==> src/rtl/sadd_pkg.sv <==
package sadd_pkg;
    localparam int SLICE_W    = 8;
    localparam int NUM_SLICES = 4;
    localparam int DATA_W     = SLICE_W * NUM_SLICES;

    typedef enum logic {
        MODE_HALF = 1'b0,
        MODE_BYTE = 1'b1
    } lane_mode_e;

    typedef enum logic {
        ST_EMPTY  = 1'b0,
        ST_LOADED = 1'b1
    } out_state_e;
endpackage

==> src/rtl/sadd_byte_slice.sv <==
module sadd_byte_slice #(
    parameter int W = 8
) (
    input  logic [W-1:0] a_i,
    input  logic [W-1:0] b_i,
    input  logic         cin_i,
    output logic [W-1:0] res_o,
    output logic         cout_o,
    output logic         ext_sign_o
);
    logic [W:0] usum;
    logic [W:0] ssum;

    always_comb begin
        // unsigned add gives the carry for the next slice
        usum = {1'b0, a_i} + {1'b0, b_i} + {{W{1'b0}}, cin_i};
        // sign-extended add gives the sign of the full-precision sum
        ssum = {a_i[W-1], a_i} + {b_i[W-1], b_i} + {{W{1'b0}}, cin_i};
        res_o      = usum[W-1:0];
        cout_o     = usum[W];
        ext_sign_o = ssum[W];
    end
endmodule

==> src/rtl/sadd_carry_chain.sv <==
module sadd_carry_chain
    import sadd_pkg::*;
#(
    parameter int W = SLICE_W,
    parameter int N = NUM_SLICES
) (
    input  logic [W*N-1:0] a_i,
    input  logic [W*N-1:0] b_i,
    input  lane_mode_e     mode_i,
    output logic [W*N-1:0] sum_o,
    output logic [N-1:0]   sign_o
);
    logic [N-1:0] cout;
    logic [N-1:0] cin;

    for (genvar i = 0; i < N; i++) begin : g_slice
        if (i % 2 == 1) begin : g_upper
            // joined to the slice below only in halfword mode
            assign cin[i] = (mode_i == MODE_HALF) ? cout[i-1] : 1'b0;
        end else begin : g_lower
            assign cin[i] = 1'b0;
        end

        sadd_byte_slice #(.W(W)) u_slice (
            .a_i        (a_i[i*W +: W]),
            .b_i        (b_i[i*W +: W]),
            .cin_i      (cin[i]),
            .res_o      (sum_o[i*W +: W]),
            .cout_o     (cout[i]),
            .ext_sign_o (sign_o[i])
        );
    end
endmodule

==> src/rtl/sadd_flag_map.sv <==
module sadd_flag_map
    import sadd_pkg::*;
#(
    parameter int N = NUM_SLICES
) (
    input  logic [N-1:0] sign_i,
    input  lane_mode_e   mode_i,
    output logic [N-1:0] ge_o
);
    localparam int PAIRS = N / 2;

    for (genvar p = 0; p < PAIRS; p++) begin : g_pair
        // in halfword mode the upper slice of a pair carries the lane sign
        always_comb begin
            unique case (mode_i)
                MODE_HALF: ge_o[2*p +: 2] = {2{~sign_i[2*p+1]}};
                MODE_BYTE: ge_o[2*p +: 2] = ~sign_i[2*p +: 2];
                default:   ge_o[2*p +: 2] = '0;
            endcase
        end
    end
endmodule

==> src/rtl/sadd_lane_unit.sv <==
module sadd_lane_unit
    import sadd_pkg::*;
#(
    parameter int LANE_W = SLICE_W
) (
    input  logic                   clk_i,
    input  logic                   rst_ni,
    input  logic [4*LANE_W-1:0]    a_i,
    input  logic [4*LANE_W-1:0]    b_i,
    input  logic                   mode_i,
    input  logic                   en_i,
    output logic [4*LANE_W-1:0]    sum_o,
    output logic [3:0]             ge_o
);
    localparam int N  = 4;
    localparam int DW = N * LANE_W;

    lane_mode_e    mode;
    logic [DW-1:0] sum_c;
    logic [N-1:0]  sign_c;
    logic [N-1:0]  ge_c;
    out_state_e    state_q, state_d;
    logic [DW-1:0] sum_q;
    logic [N-1:0]  ge_q;

    assign mode = lane_mode_e'(mode_i);

    sadd_carry_chain #(.W(LANE_W), .N(N)) u_chain (
        .a_i    (a_i),
        .b_i    (b_i),
        .mode_i (mode),
        .sum_o  (sum_c),
        .sign_o (sign_c)
    );

    sadd_flag_map #(.N(N)) u_flags (
        .sign_i (sign_c),
        .mode_i (mode),
        .ge_o   (ge_c)
    );

    // next state: T_CAPTURE on enable, T_KEEP otherwise
    always_comb begin
        state_d = state_q;
        unique case (state_q)
            ST_EMPTY:  if (en_i) state_d = ST_LOADED;
            ST_LOADED: state_d = ST_LOADED;
            default:   state_d = ST_EMPTY;
        endcase
    end

    // state register
    always_ff @(posedge clk_i or negedge rst_ni) begin
        if (!rst_ni) state_q <= ST_EMPTY;
        else         state_q <= state_d;
    end

    // output register
    always_ff @(posedge clk_i or negedge rst_ni) begin
        if (!rst_ni) begin
            sum_q <= '0;
            ge_q  <= '0;
        end else if (en_i) begin
            sum_q <= sum_c;
            ge_q  <= ge_c;
        end
    end

    assign sum_o = sum_q;
    assign ge_o  = ge_q;

    a_r1_empty_zero: assert property (@(posedge clk_i) disable iff (!rst_ni)
        (state_q == ST_EMPTY) |-> (sum_o == '0 && ge_o == '0));

    a_r7_hold: assert property (@(posedge clk_i) disable iff (!rst_ni)
        !en_i |=> ($stable(sum_o) && $stable(ge_o)));

    a_r5_pairs: assert property (@(posedge clk_i) disable iff (!rst_ni)
        (en_i && !mode_i) |=> (ge_o[0] == ge_o[1] && ge_o[2] == ge_o[3]));

    a_r3_no_cross: assert property (@(posedge clk_i) disable iff (!rst_ni)
        (en_i && mode_i) |=>
        (sum_o[2*LANE_W-1:LANE_W] ==
         LANE_W'($past(a_i[2*LANE_W-1:LANE_W]) + $past(b_i[2*LANE_W-1:LANE_W]))));

    a_r4_same_sign: assert property (@(posedge clk_i) disable iff (!rst_ni)
        (en_i && mode_i && a_i[LANE_W-1] == b_i[LANE_W-1]) |=>
        (ge_o[0] == !$past(a_i[LANE_W-1])));

    a_r2_low_half: assert property (@(posedge clk_i) disable iff (!rst_ni)
        (en_i && !mode_i) |=>
        (sum_o[2*LANE_W-1:0] ==
         (2*LANE_W)'($past(a_i[2*LANE_W-1:0]) + $past(b_i[2*LANE_W-1:0]))));
endmodule

==> config.mk <==
export PLATFORM = sky130hd
export DESIGN_NAME = sadd_lane_unit
export DESIGN_NICKNAME = d
export VERILOG_FILES = /design/src/rtl/sadd_pkg.sv /design/src/rtl/sadd_byte_slice.sv /design/src/rtl/sadd_carry_chain.sv /design/src/rtl/sadd_flag_map.sv /design/src/rtl/sadd_lane_unit.sv
export SDC_FILE = /design/constraint.sdc
export NUM_CORES = 1
export LEC_CHECK = 0
export CORE_ASPECT_RATIO = 1.75
export CORE_MARGIN = 2
export CORE_UTILIZATION = 28
export CTS_BUF_LIST = sky130_fd_sc_hd__clkbuf_4
export DETAILED_ROUTE_END_ITERATION = 6
export PLACE_DENSITY = 0.59
export REMOVE_ABC_BUFFERS = 1
export SYNTH_ARGS = -nofsm -noshare
export SYNTH_HDL_FRONTEND = slang
export SYNTH_HIERARCHICAL = 1
export SYNTH_SLANG_ARGS = --single-unit
==> constraint.sdc <==
create_clock -name clk_i -period 1.6 [get_ports clk_i]
set_input_delay 0.16 -clock clk_i [delete_from_list [all_inputs] [get_ports clk_i]]
set_output_delay 0.16 -clock clk_i [all_outputs]
set_load 0.005 [all_outputs]
== Word level (Yosys, flattened, before mapping) ==
Cells that the tools add are included.
Operators by class
  $add $sub $neg: 12
  multiply operators: 0
  div/mod/pow operators: 0
  magnitude comparators: 0
  equality and inequality tests: 0
  shifts and indexed selects: 0
  multiplexer cells: 4
  bitwise gates (word level): 5
  reductions and logical operators: 0
Operators with widths (count)
  adder 8 x 8 -> 9 bit: 6
  adder 9 x 1 -> 9 bit: 2
  adder 8 x 1 -> 8 bit: 2
  adder 8 bit: 2
  case mux 2 bit (2 select lines): 2
  inverter 2 bit: 2
  inverter 1 bit: 3
  2-to-1 mux 1 bit: 2
Word-level totals
  bits in registers: 36
  bits in latches: 0
  memory bits (writable): 0
  bits in read-only memories: 0
  input port bits: 68
  output and inout port bits: 36
  word-level logic and storage cells: 23
  memories: 0

== Depth between registers and ports, before layout ==
  depth after elaboration: 5
  depth in mapped cells: 15
  mapped depth without buffers: 15

== Hierarchy ==
The synthesis kept the hierarchy.
By module, submodules not included
  sadd_lane_unit: times used 1, cells each 76, area an instance 1490.2 um^2, seq. area each 900.9 um^2
  sadd_byte_slice at u_chain.g_slice[1].u_slice ...: times used 2, cells each 43, area an instance 352.8 um^2, seq. area each 0.0 um^2
  sadd_byte_slice at u_chain.g_slice[0].u_slice: times used 1, cells each 43, area an instance 359.1 um^2, seq. area each 0.0 um^2
  sadd_byte_slice at u_chain.g_slice[2].u_slice: times used 1, cells each 38, area an instance 327.8 um^2, seq. area each 0.0 um^2
  sadd_flag_map: times used 1, cells each 4, area an instance 27.5 um^2, seq. area each 0.0 um^2
  sadd_carry_chain: times used 1, cells each 3, area an instance 16.3 um^2, seq. area each 0.0 um^2

== Worst setup path before layout ==
Ideal clock, no wire load.
  path type: input to register
  start: input a_i[16]
  end: register ge_q[2], in the netlist ge_o[2]
  setup time: 0.125 ns
  data arrival time: 3.526 ns
  data required time: 1.475 ns
  setup slack: -2.051 ns
  stages on the path: 15
  path buffers: 0
  cells stage by stage: fa_1 -> fa_1 -> a21o_1 -> a21oi_2 -> o21ai_0 -> o22a_1 -> nor2b_1 -> fa_1 -> fa_1 -> a211oi_2 -> o21bai_2 -> nand2_1 -> a31o_1 -> mux2i_1 -> mux2_4
Between the ends
  word-level cells in the longest chain between the ends: 5
  elaborated cells on any way between the ends: 7
  classes of those cells: add/sub: 3; mux: 2; bitwise: 2
Ends and longest elaborated chain
  from (decl): RTL line sadd_lane_unit.sv:8  | input logic [4*LANE_W-1:0] a_i,
  adder 8 x 8 -> 9 bit: RTL line sadd_byte_slice.sv:16  | usum = {1'b0, a_i} + {1'b0, b_i} + {{W{1'b0}}, cin_i};
  net u_chain.cout[2]: RTL line sadd_carry_chain.sv:13  | logic [N-1:0] cout;
  2-to-1 mux 1 bit: RTL line sadd_carry_chain.sv:19  | assign cin[i] = (mode_i == MODE_HALF) ? cout[i-1] : 1'b0;
  net u_chain.cin[3]: RTL line sadd_carry_chain.sv:14  | logic [N-1:0] cin;
  adder 9 x 1 -> 9 bit: RTL line sadd_byte_slice.sv:18  | ssum = {a_i[W-1], a_i} + {b_i[W-1], b_i} + {{W{1'b0}}, cin_i};
  net sign_c[3]: RTL line sadd_lane_unit.sv:20  | logic [N-1:0] sign_c;
  inverter 1 bit: RTL line sadd_flag_map.sv:16  | MODE_HALF: ge_o[2*p +: 2] = {2{~sign_i[2*p+1]}};
  case mux 2 bit (2 select lines): RTL line sadd_flag_map.sv:15  | unique case (mode_i)
  net ge_c[2]: RTL line sadd_lane_unit.sv:21  | logic [N-1:0] ge_c;
  to (signal assigned): RTL line sadd_lane_unit.sv:65  | ge_q <= ge_c;
  to (decl): RTL line sadd_lane_unit.sv:24  | logic [N-1:0] ge_q;
The timed path passes the listed nets, and every way through them passes these cells.
A chain may end at the register's enable or synchronous reset.

== Worst setup path after layout ==
  start: input b_i[16]
  end: register ge_q[2], in the netlist ge_o[2]
Between the ends
  word-level cells in the longest chain between the ends: 5
  elaborated cells on any way between the ends: 7
  classes of those cells: add/sub: 3; mux: 2; bitwise: 2
Ends and longest elaborated chain
  from (decl): RTL line sadd_lane_unit.sv:9  | input logic [4*LANE_W-1:0] b_i,
  adder 8 x 8 -> 9 bit: RTL line sadd_byte_slice.sv:16
  net u_chain.cout[2]: RTL line sadd_carry_chain.sv:13
  2-to-1 mux 1 bit: RTL line sadd_carry_chain.sv:19
  net u_chain.cin[3]: RTL line sadd_carry_chain.sv:14
  adder 9 x 1 -> 9 bit: RTL line sadd_byte_slice.sv:18
  net sign_c[3]: RTL line sadd_lane_unit.sv:20
  inverter 1 bit: RTL line sadd_flag_map.sv:16
  case mux 2 bit (2 select lines): RTL line sadd_flag_map.sv:15
  net ge_c[2]: RTL line sadd_lane_unit.sv:21
The timed path passes the listed nets, and every way through them passes these cells.

==> impl_metrics.csv <==
group,metric,value,unit
run_status,status,"finished with violations",
run_status,violations,"negative setup slack",
detailed_routing,route.detailed.drc,0,
sta,fin_setup_tns,-23490,ps
cells_and_area,fin_area,0.00486,mm^2
detailed_routing,first_iter_violations,49,
power,peakVddDrop,0.000339,V
floorplan,io_pins,104,
global_routing,grt_pass1_wl,12800,um
setup_path,cp-start-kind,"input port",
setup_path,slowest_delay,360,ps
setup_path,crit_type,"in -> reg",
detailed_routing,firstDrtPassIters,4,
cells_and_area,final_cells,556,
global_routing,grt-ovfl-total,0,
global_routing,antenna_found_initial,1,
cells_and_area,nets,532,
global_routing,grt.total_usage,14.6,%
setup_path,crit_fanout,2,
synthesis,syn_inst,246,
setup_path,r2r_slack,810,ps
clocking,cts_buffers,5,
cells_and_area,area_growth,67.3,%
global_routing,grt_max_degree,37,
worst_hold_path,hp-class,"in -> reg",
floorplan,die_area,0.0112,mm^2
floorplan,initial_core_util,28.6,%
detailed_routing,finalWirelength,7730,um
sta,fin_ws,-1500,ps
clocking,cts.htree.levels,2,
setup_path,path_delay_family,"adder cells",
setup_path,r2r_cells,1,
sta,rsz0062_at_grt,"true",
detailed_routing,via_per_inst,4.60,
setup_path,worstPathCellList,"buf_6 -> fa_2 -> fa_2 -> a21o_1 -> a21oi_2 -> o21ai_2 -> o22a_1 -> nor2b_4 -> fa_2 -> fa_2 -> a211oi_2 -> o21bai_2 -> nand2_1 -> a31o_1 -> mux2i_1 -> mux2_4",
synthesis,synth.avg_cell_area,11.8,um^2
place,io_buffers,103,
place,place_ws,-2610,ps
worst_hold_path,hold_depth,3,
sta,finClkSkew,0,ps
worst_hold_path,min_to,"sum_o[16]",
place,place_area,0.00449,mm^2
detailed_routing,wl_per_cell,13.9,um
clocking,cts_tree,"built",
run,cap_violations,0,
power,total_power,3.72,mW
sta,post-route-min-period,3100,ps
floorplan,placementRows,49,
detailed_routing,route.vias.total,2557,
sta,setup_violations,26,
synthesis,ys_warn_count,6,
floorplan,core_area,0.0102,mm^2
clocking,root_buffer,"clkbuf_4",
sta,finalMaxSlewViolations,0,
global_routing,grt_pass1_vias,2875,
sta,hold_viol,0,
setup_path,path_buf_inv,1,
floorplan,dieHeight,139,um
setup_path,r2r-start,"sum_o[15]",
setup_path,crit_required,1840,ps
clocking,clockBufferDepth,2,
sta,hold_ws,233,ps
setup_path,critPathMostFrequentCell,"fa_2",
detailed_routing,ant_nets,0,
clocking,clkTransAtPathRegs,100,ps
setup_path,arrival,3340,ps
synthesis,netlist_area,0.00291,mm^2
sta,fin_crit_sh,194,%
power,p_per_area,765,mW/mm^2
setup_path,rr_endpoint,"sum_o[15]",
place,gp_congestion,0.814,
setup_path,cp-end-kind,"flip-flop",
clocking,clock_latency,340,ps
power,leakagePower,2.23,nW
setup_path,cp_slowest_cell,"fa_2",
place,dpl.hpwl,6030,um
floorplan,fp.dieW,81.0,um
cells_and_area,postLayoutCoreUtil,47.8,%
cells_and_area,layout-drive-gt1-share,39.3,%
worst_hold_path,hp-start,"b_i[16]",
sta,fmax,323,MHz
clocking,clock-sinks,36,
place,dp_cells,532,
## repair_timing
| action | in CTS | in global routing |
|---|---|---|
| gates cloned | 0 | 0 |
| pin swaps | 46 | 37 |
| hold buffers | 1 | 0 |
| endpoints found under the hold margin | 16 | 0 |
| buffers inserted | 18 | 8 |
| resized for setup | 70 | 21 |
| endpoints found under the setup margin | 31 | 28 |
## layout by cell type, fill, tap and decap left out, types with 5 or more instances in the layout
cell and instances:
clkdlybuf4s50_1 85, mux2_2 5, dfrtp_1 36, a21oi_2 9, nor3_1 7, buf_4 64, ha_1 24, o21ai_2 5
a21oi_1 9, xnor2_1 17, nand2_1 10, fa_2 8, buf_6 12, clkbuf_4 5, mux2_4 33, xor2_1 5
dlymetal6s2s_1 6, inv_1 8, nor2_1 9, a21o_1 7
## how the worst max path moves through the flow
| stage | startpoint | end | cells past startpoint |
|---|---|---|---|
| 3_3_place_gp | a_i[16] | ge_o[2] | 16 |
| 6_report | b_i[16] | ge_o[2] | 16 |
| 3_5_place_dp | a_i[16] | ge_o[2] | 16 |
| 4_1_cts | b_i[16] | ge_o[2] | 16 |
| 5_1_grt | b_i[16] | ge_o[2] | 16 |
| 2_1_floorplan | a_i[16] | ge_o[2] | 15 |
## sequential cells by signal, indices dropped and copies added, names as in the netlist
register and cells:
sum_o 32, ge_o 4
## power breakdown
part / internal, mW / switching [mW] / leakage [nW]
Sequential: 1.14 / 0.145 / 0.418
Clock: 0.153 / 0.298 / 0.0261
Combinational: 1.33 / 0.662 / 1.78
Total: 2.62 / 1.11 / 2.23
## cell type report
cell class,count,area [um^2]
well taps,127,159
repair buffers,178,1650
flip-flops and latches,36,901
inverters,8,30.0
fillers,977,5320
clock inverters,2,7.51
diodes,1,2.50
clock buffers,5,37.5
multi-input cells,199,2080
## routing by layer
metal,track usage [%],part of all wire (%)
met5,0,0
met1,14.3,35
met2,27.9,58
met4,6.87,3.0
met3,2.60,3.7
Power figures use the tool's default switching activity.
